**config.mk**
```make
export PLATFORM = sky130hd
export DESIGN_NAME = dbell_router
export DESIGN_NICKNAME = d
export VERILOG_FILES = /design/src/rtl/dbr_pkg.sv /design/src/rtl/dbr_kind_dec.sv /design/src/rtl/dbr_core_slot.sv /design/src/rtl/dbell_router.sv
export SDC_FILE = /design/constraint.sdc
export NUM_CORES = 1
export LEC_CHECK = 0
export BUFFER_PORTS_ARGS = -buffer_cell sky130_fd_sc_hd__buf_2
export CAP_MARGIN = 10
export CELL_PAD_IN_SITES_DETAIL_PLACEMENT = 1
export CELL_PAD_IN_SITES_GLOBAL_PLACEMENT = 2
export CORE_MARGIN = 10
export CORE_UTILIZATION = 27
export CTS_CLUSTER_SIZE = 20
export DETAILED_ROUTE_END_ITERATION = 7
export PLACE_DENSITY = 0.76
export SLEW_MARGIN = 20
export SYNTH_ARGS = -nofsm -noshare
export SYNTH_HDL_FRONTEND = slang
export SYNTH_SLANG_ARGS = --single-unit
```
**constraint.sdc**
```tcl
create_clock -name clk -period 1.1 [get_ports clk]
set_clock_uncertainty 0.05 [all_clocks]
set_input_delay 0.11 -clock clk [delete_from_list [all_inputs] [get_ports clk]]
set_output_delay 0.11 -clock clk [all_outputs]
set_load 0.02 [all_outputs]
```
**src/rtl/dbr_pkg.sv**
```systemverilog
package dbr_pkg;
    localparam int KIND_W = 3;

    typedef enum logic [KIND_W-1:0] {
        KIND_NORMAL  = 3'd0,
        KIND_CRIT    = 3'd1,
        KIND_GUEST_N = 3'd2,
        KIND_GUEST_C = 3'd3,
        KIND_GUEST_M = 3'd4
    } dbr_kind_e;
endpackage

```
**src/rtl/dbr_kind_dec.sv**
```systemverilog
module dbr_kind_dec
    import dbr_pkg::*;
(
    input  logic              valid,
    input  logic [KIND_W-1:0] kind,
    output logic              is_norm,
    output logic              is_crit
);
    always_comb begin
        is_norm = 1'b0;
        is_crit = 1'b0;
        if (valid) begin
            unique case (kind)
                KIND_NORMAL: is_norm = 1'b1;
                KIND_CRIT:   is_crit = 1'b1;
                default: ;
            endcase
        end
    end

    always_comb begin
        assert_onehot_kind_R1: assert ($onehot0({is_norm, is_crit}));
    end
endmodule

```
**src/rtl/dbr_core_slot.sv**
```systemverilog
module dbr_core_slot #(
    parameter int TAG_W    = 8,
    parameter int RESET_ID = 0
) (
    input  logic             clk,
    input  logic             rst_n,
    input  logic             set_norm,
    input  logic             set_crit,
    input  logic             drop_norm,
    input  logic             drop_crit,
    input  logic             id_we,
    input  logic [TAG_W-1:0] id_wdata,
    output logic [TAG_W-1:0] id,
    output logic             pn,
    output logic             pc
);
    typedef struct packed {
        logic [TAG_W-1:0] id;
        logic             pn;
        logic             pc;
    } slot_t;

    slot_t st_d, st_q;

    always_comb begin
        st_d = st_q;
        if (id_we)     st_d.id = id_wdata;
        if (drop_norm) st_d.pn = 1'b0;
        if (drop_crit) st_d.pc = 1'b0;
        if (set_norm)  st_d.pn = 1'b1;
        if (set_crit)  st_d.pc = 1'b1;
    end

    always_ff @(posedge clk or negedge rst_n) begin
        if (!rst_n) begin
            st_q.id <= TAG_W'(RESET_ID);
            st_q.pn <= 1'b0;
            st_q.pc <= 1'b0;
        end else begin
            st_q <= st_d;
        end
    end

    assign id = st_q.id;
    assign pn = st_q.pn;
    assign pc = st_q.pc;

    assert_set_wins_R8: assert property (@(posedge clk) disable iff (!rst_n)
        (set_norm || set_crit) |=> ((pn || !$past(set_norm)) && (pc || !$past(set_crit))));

    assert_drop_norm_R6: assert property (@(posedge clk) disable iff (!rst_n)
        (drop_norm && !set_norm) |=> !pn);

    assert_drop_crit_R6: assert property (@(posedge clk) disable iff (!rst_n)
        (drop_crit && !set_crit) |=> !pc);

    assert_hold_R10: assert property (@(posedge clk) disable iff (!rst_n)
        (!set_norm && !drop_norm && !set_crit && !drop_crit) |=> ($stable(pn) && $stable(pc)));

    assert_id_hold_R9: assert property (@(posedge clk) disable iff (!rst_n)
        !id_we |=> $stable(id));
endmodule

```
**src/rtl/dbell_router.sv**
```systemverilog
module dbell_router
    import dbr_pkg::*;
#(
    parameter int NUM_CORES = 4,
    parameter int TAG_W     = 8,
    localparam int IDX_W    = (NUM_CORES > 1) ? $clog2(NUM_CORES) : 1,
    localparam int MSG_W    = TAG_W + 1 + KIND_W
) (
    input  logic                       clk,
    input  logic                       rst_n,
    input  logic                       snd_valid,
    input  logic [MSG_W-1:0]           snd_msg,
    input  logic                       clr_valid,
    input  logic [IDX_W-1:0]           clr_src,
    input  logic [KIND_W-1:0]          clr_kind,
    input  logic [NUM_CORES-1:0]       id_we,
    input  logic [TAG_W-1:0]           id_wdata,
    output logic [NUM_CORES-1:0]       pend_norm,
    output logic [NUM_CORES-1:0]       pend_crit,
    output logic [NUM_CORES-1:0]       irq,
    output logic [NUM_CORES*TAG_W-1:0] core_id
);
    localparam int BC_BIT = TAG_W;

    logic [TAG_W-1:0]  msg_tag;
    logic              msg_bcast;
    logic [KIND_W-1:0] msg_kind;
    logic snd_norm, snd_crit, clr_norm, clr_crit;

    assign msg_tag   = snd_msg[TAG_W-1:0];
    assign msg_bcast = snd_msg[BC_BIT];
    assign msg_kind  = snd_msg[MSG_W-1:BC_BIT+1];

    dbr_kind_dec u_snd_dec (
        .valid  (snd_valid),
        .kind   (msg_kind),
        .is_norm(snd_norm),
        .is_crit(snd_crit)
    );

    dbr_kind_dec u_clr_dec (
        .valid  (clr_valid),
        .kind   (clr_kind),
        .is_norm(clr_norm),
        .is_crit(clr_crit)
    );

    for (genvar i = 0; i < NUM_CORES; i++) begin : g_core
        logic [TAG_W-1:0] id_i;
        logic             hit;
        logic             own;

        assign hit = msg_bcast || (msg_tag == id_i);
        assign own = (clr_src == IDX_W'(i));

        dbr_core_slot #(
            .TAG_W   (TAG_W),
            .RESET_ID(i)
        ) u_slot (
            .clk      (clk),
            .rst_n    (rst_n),
            .set_norm (snd_norm && hit),
            .set_crit (snd_crit && hit),
            .drop_norm(clr_norm && own),
            .drop_crit(clr_crit && own),
            .id_we    (id_we[i]),
            .id_wdata (id_wdata),
            .id       (id_i),
            .pn       (pend_norm[i]),
            .pc       (pend_crit[i])
        );

        assign core_id[i*TAG_W +: TAG_W] = id_i;
        assign irq[i] = pend_norm[i] | pend_crit[i];
    end

    assert_ignored_kind_R2: assert property (@(posedge clk) disable iff (!rst_n)
        (snd_valid && msg_kind > 3'd1 && !clr_valid) |=> ($stable(pend_norm) && $stable(pend_crit)));

    assert_bcast_all_R3: assert property (@(posedge clk) disable iff (!rst_n)
        (snd_valid && msg_bcast && msg_kind == 3'd1) |=> (&pend_crit));

    assert_bad_clear_R7: assert property (@(posedge clk) disable iff (!rst_n)
        (clr_valid && clr_kind > 3'd1 && !snd_valid) |=> ($stable(pend_norm) && $stable(pend_crit)));

    assert_irq_follows_R5: assert property (@(posedge clk) disable iff (!rst_n)
        $rose(pend_crit[0]) |-> irq[0]);
endmodule

```
==> flow_summary_export.csv <==
group,metric,value,unit
outcome,outcome,"finished, violations left",
outcome,violations,"negative setup slack",
critical_path,critical_path.top_delay_family,"flip-flops",
grt,grt_use_total,0.130,
sta,final.period_utilization,1.23,
logic_synthesis,synthesis.area,1960,µm²
routing,detailedRoute.firstIterationViolations,34,
sta,finalHoldViolations,0,
logic_synthesis,ys_seq_area_frac,0.512,
logic_synthesis,postSynthNetCount,189,
grt,wire_length_of_the_first_global_routing_pass,11500,µm
floorplan,std_cell_rows,31,
critical_path,arrival,1.52,ns
sta,maxSlewHeadroom,0.771,
final_layout,antennaDiodeCount,0,
power,power.density,1410,nW/µm²
placement,placer_congestion,0.804,
sta,holdWs,0.0379,ns
clocking,cts.root.buffer_cell,"clkbuf_8",
floorplan,die-height,105,µm
grt,grt_util_met2,0.224,
routing,total_vias_in_the_final_route,1674,
routing,detail_route_antenna_nets,0,
clocking,numCtsBuffers,5,
floorplan,floorplan.initialDensity,0.274,
sta,post-route-worst-setup-slack,-0.254,ns
routing,drc,0,
logic_synthesis,synth_compound_gate_area_share,0.0561,
critical_path,critPathMaxFanout,2,
logic_synthesis,post_synth_mux_area_share,0.183,
sta,setup-violations-final,43,
final_layout,area_growth,72.9,%
floorplan,i_o_pin_count,77,
grt,largest_net_degree_at_the_start_of_global_routing,22,
grt,globalRouteOverflowTotal,0,
sta,timing.final.max_slew_violations,0,
critical_path,cell_chain_critical_path,"xor2_2 -> nor4_2 -> a21oi_2 -> o21ai_1",
sta,max_freq,0.738,GHz
logic_synthesis,synthAdderAreaFrac,0,
critical_path,setup.worst_path.end_class,"flop",
sta,grt_setup_unrepaired,"true",
floorplan,fp.dieArea,11100,µm²
clocking,clk_latency_worst_skew_pair,0.29,ns
routing,drt_pre_antenna_iters,4,
routing,detail_route.vias_per_cell,4.42,
floorplan,core_area,7180,µm²
logic_synthesis,mapped_avg_cell_area,12.6,µm²
logic_synthesis,synth.ff_latch_count,40,
routing,route.final.wire_length,7080,µm
logic_synthesis,synth_flop_cell,"dfrtp_1",
clocking,cts_num_sinks,40,
critical_path,worst-endpoint-required,1.26,ns
grt,grt_use_met1,0.153,
logic_synthesis,synth_enable_flop_cells,0,
logic_synthesis,synthArstFlopShare,1.00,
final_layout,post_route_cells_drive_above_1_share,0.732,
critical_path,worstSetupStartpointType,"flop",
logic_synthesis,yosys_warnings,0,
final_layout,fin_cells,379,
critical_path,crit_path_top_delay_cell,"dfstp_2",
grt,first_global_vias,2023,
min_path,worstHoldPathType,"input pin to flop",
grt,grt_antenna_before_repair,0,
logic_synthesis,mapped_cells,156,
logic_synthesis,fraction_of_synthesized_cell_area_in_xor_and_xnor_cells,0.143,
critical_path,reg2reg_setup_slack,-0.25,ns
routing,wire_per_inst,18.7,µm
clocking,tritoncts_clock_tree,"yes",
floorplan,die-width,105,µm
critical_path,critical-path-max-stage-delay,0.56,ns
placement,placement.io_buffers,76,
sta,period_minus_slack,1.35,ns
critical_path,critical_path_class,"flop to flop",
logic_synthesis,synthSimpleGateAreaFrac,0.0675,
final_layout,nNetsFinal,312,
critical_path,critPathBufInv,0,
clocking,bufs_on_longest_clock_path,2,
sta,fin_setup_tns,-3.19,ns
grt,grt.busiest_layer,"met2",
grt,groute.layer.met3.usage,0.0408,
clocking,clkSlewWorstSetupHoldPaths,0.08,ns
power,p_leak,0.00151,µW
logic_synthesis,largest_family_of_logic_cells_by_synthesized_area,"multiplexers",
sta,tightestPinTransition,0.341,ns
power,worst_ir_drop_vdd,0.737,mV
placement,numPlacedInstances,360,
clocking,htreeDepth,2,
flow_run,cap_viol_max_count,0,
logic_synthesis,synth_cell_types,20,
placement,hpwlAfterDp,5160,µm
sequential cells by signal (all words and copies together) (netlist names):
name	cells
g_core.u_slot.id	32
g_core.u_slot.pc	4
g_core.u_slot.pn	4
report_power, final:
part / internal, µW / switching, µW
Combinational: 1090 / 885
Sequential: 1680 / 166
Clock: 442 / 531
metal layers:
metal  vias to the layer above  wire length (µm)
li1                        786                 -
met3                         8               466
met1                       827              2900
met2                        53              3630
met4                         0                82
met5                         -                 0
synth_stat cells, drive strengths merged (2+ instances only):
cell    count  area share
clkbuf      4      0.0076
o21ai      14       0.036
buf         8       0.031
nor4        8       0.025
nand2b      2      0.0064
o31ai       2       0.010
mux2       32        0.18
dfstp       4       0.054
xor2       32        0.14
a21oi       4       0.010
dfrtp      36        0.46
or2         4       0.013
worst paths after layout:
kind	startpoint	endpoint	depth (start not counted)
setup reg to reg	g_core[3].u_slot.id[0]	g_core[3].u_slot.pc	4
max in group asynchronous	rst_n	g_core[3].u_slot.id[1]	3
min in group asynchronous	rst_n	g_core[3].u_slot.pn	3
hold reg to reg	g_core[3].u_slot.pc	g_core[3].u_slot.pc	2
hold / removal	id_wdata[4]	g_core[3].u_slot.id[4]	2
setup / recovery	g_core[3].u_slot.id[0]	g_core[3].u_slot.pc	4
what timing repair did:
item,4_1_cts,5_1_grt
hold buffers,1,0
hold endpoints to repair,39,0
setup buffers,12,18
pin swaps,9,9
endpoints found under the setup margin,45,52
resized for setup,133,29
stage by stage:
step	cell area [µm²]	utilization	worst slack [ns]	total power, µW
after global routing	3400	0.473	-0.347	5080
after detailed placement	2720	0.379	-0.451	3210
after floorplan	1980	-	-0.143	2590
after CTS	3320	0.463	-0.280	4760
after global placement	2720	0.379	-0.389	3170
final	3400	0.473	-0.254	4790
area by class of cell:
class | count | area [µm²]
clock buffer | 5 | 68.8
clock inverter | 3 | 18.8
fill | 800 | 3780
multi-input combinational | 104 | 971
sequential | 40 | 1020
tap | 99 | 124
timing repair buffer | 128 | 1190
layout by cell type, fill, tap and decap left out, types with 2 or more instances in the layout:
master and count:
o21ai_0 6, dfrtp_1 21, clkbuf_8 5, nor4_2 7, mux2_2 31, clkinv_2 2, buf_4 12, xor2_2 2
or2_4 4, a21oi_2 4, dfstp_2 4, buf_2 33, dfrtp_2 15, nand2b_1 2, xor2_1 30, buf_6 82
o21ai_1 8
logic make-up after synthesis:
group	after synthesis
AND/OR/NAND/NOR	20
multiplexers	32
flip-flops	40
XOR/XNOR	32
buffers and inverters	12
AO/OA/AOI/OAI	20
Note: power is estimated with default switching activity, not from simulation.
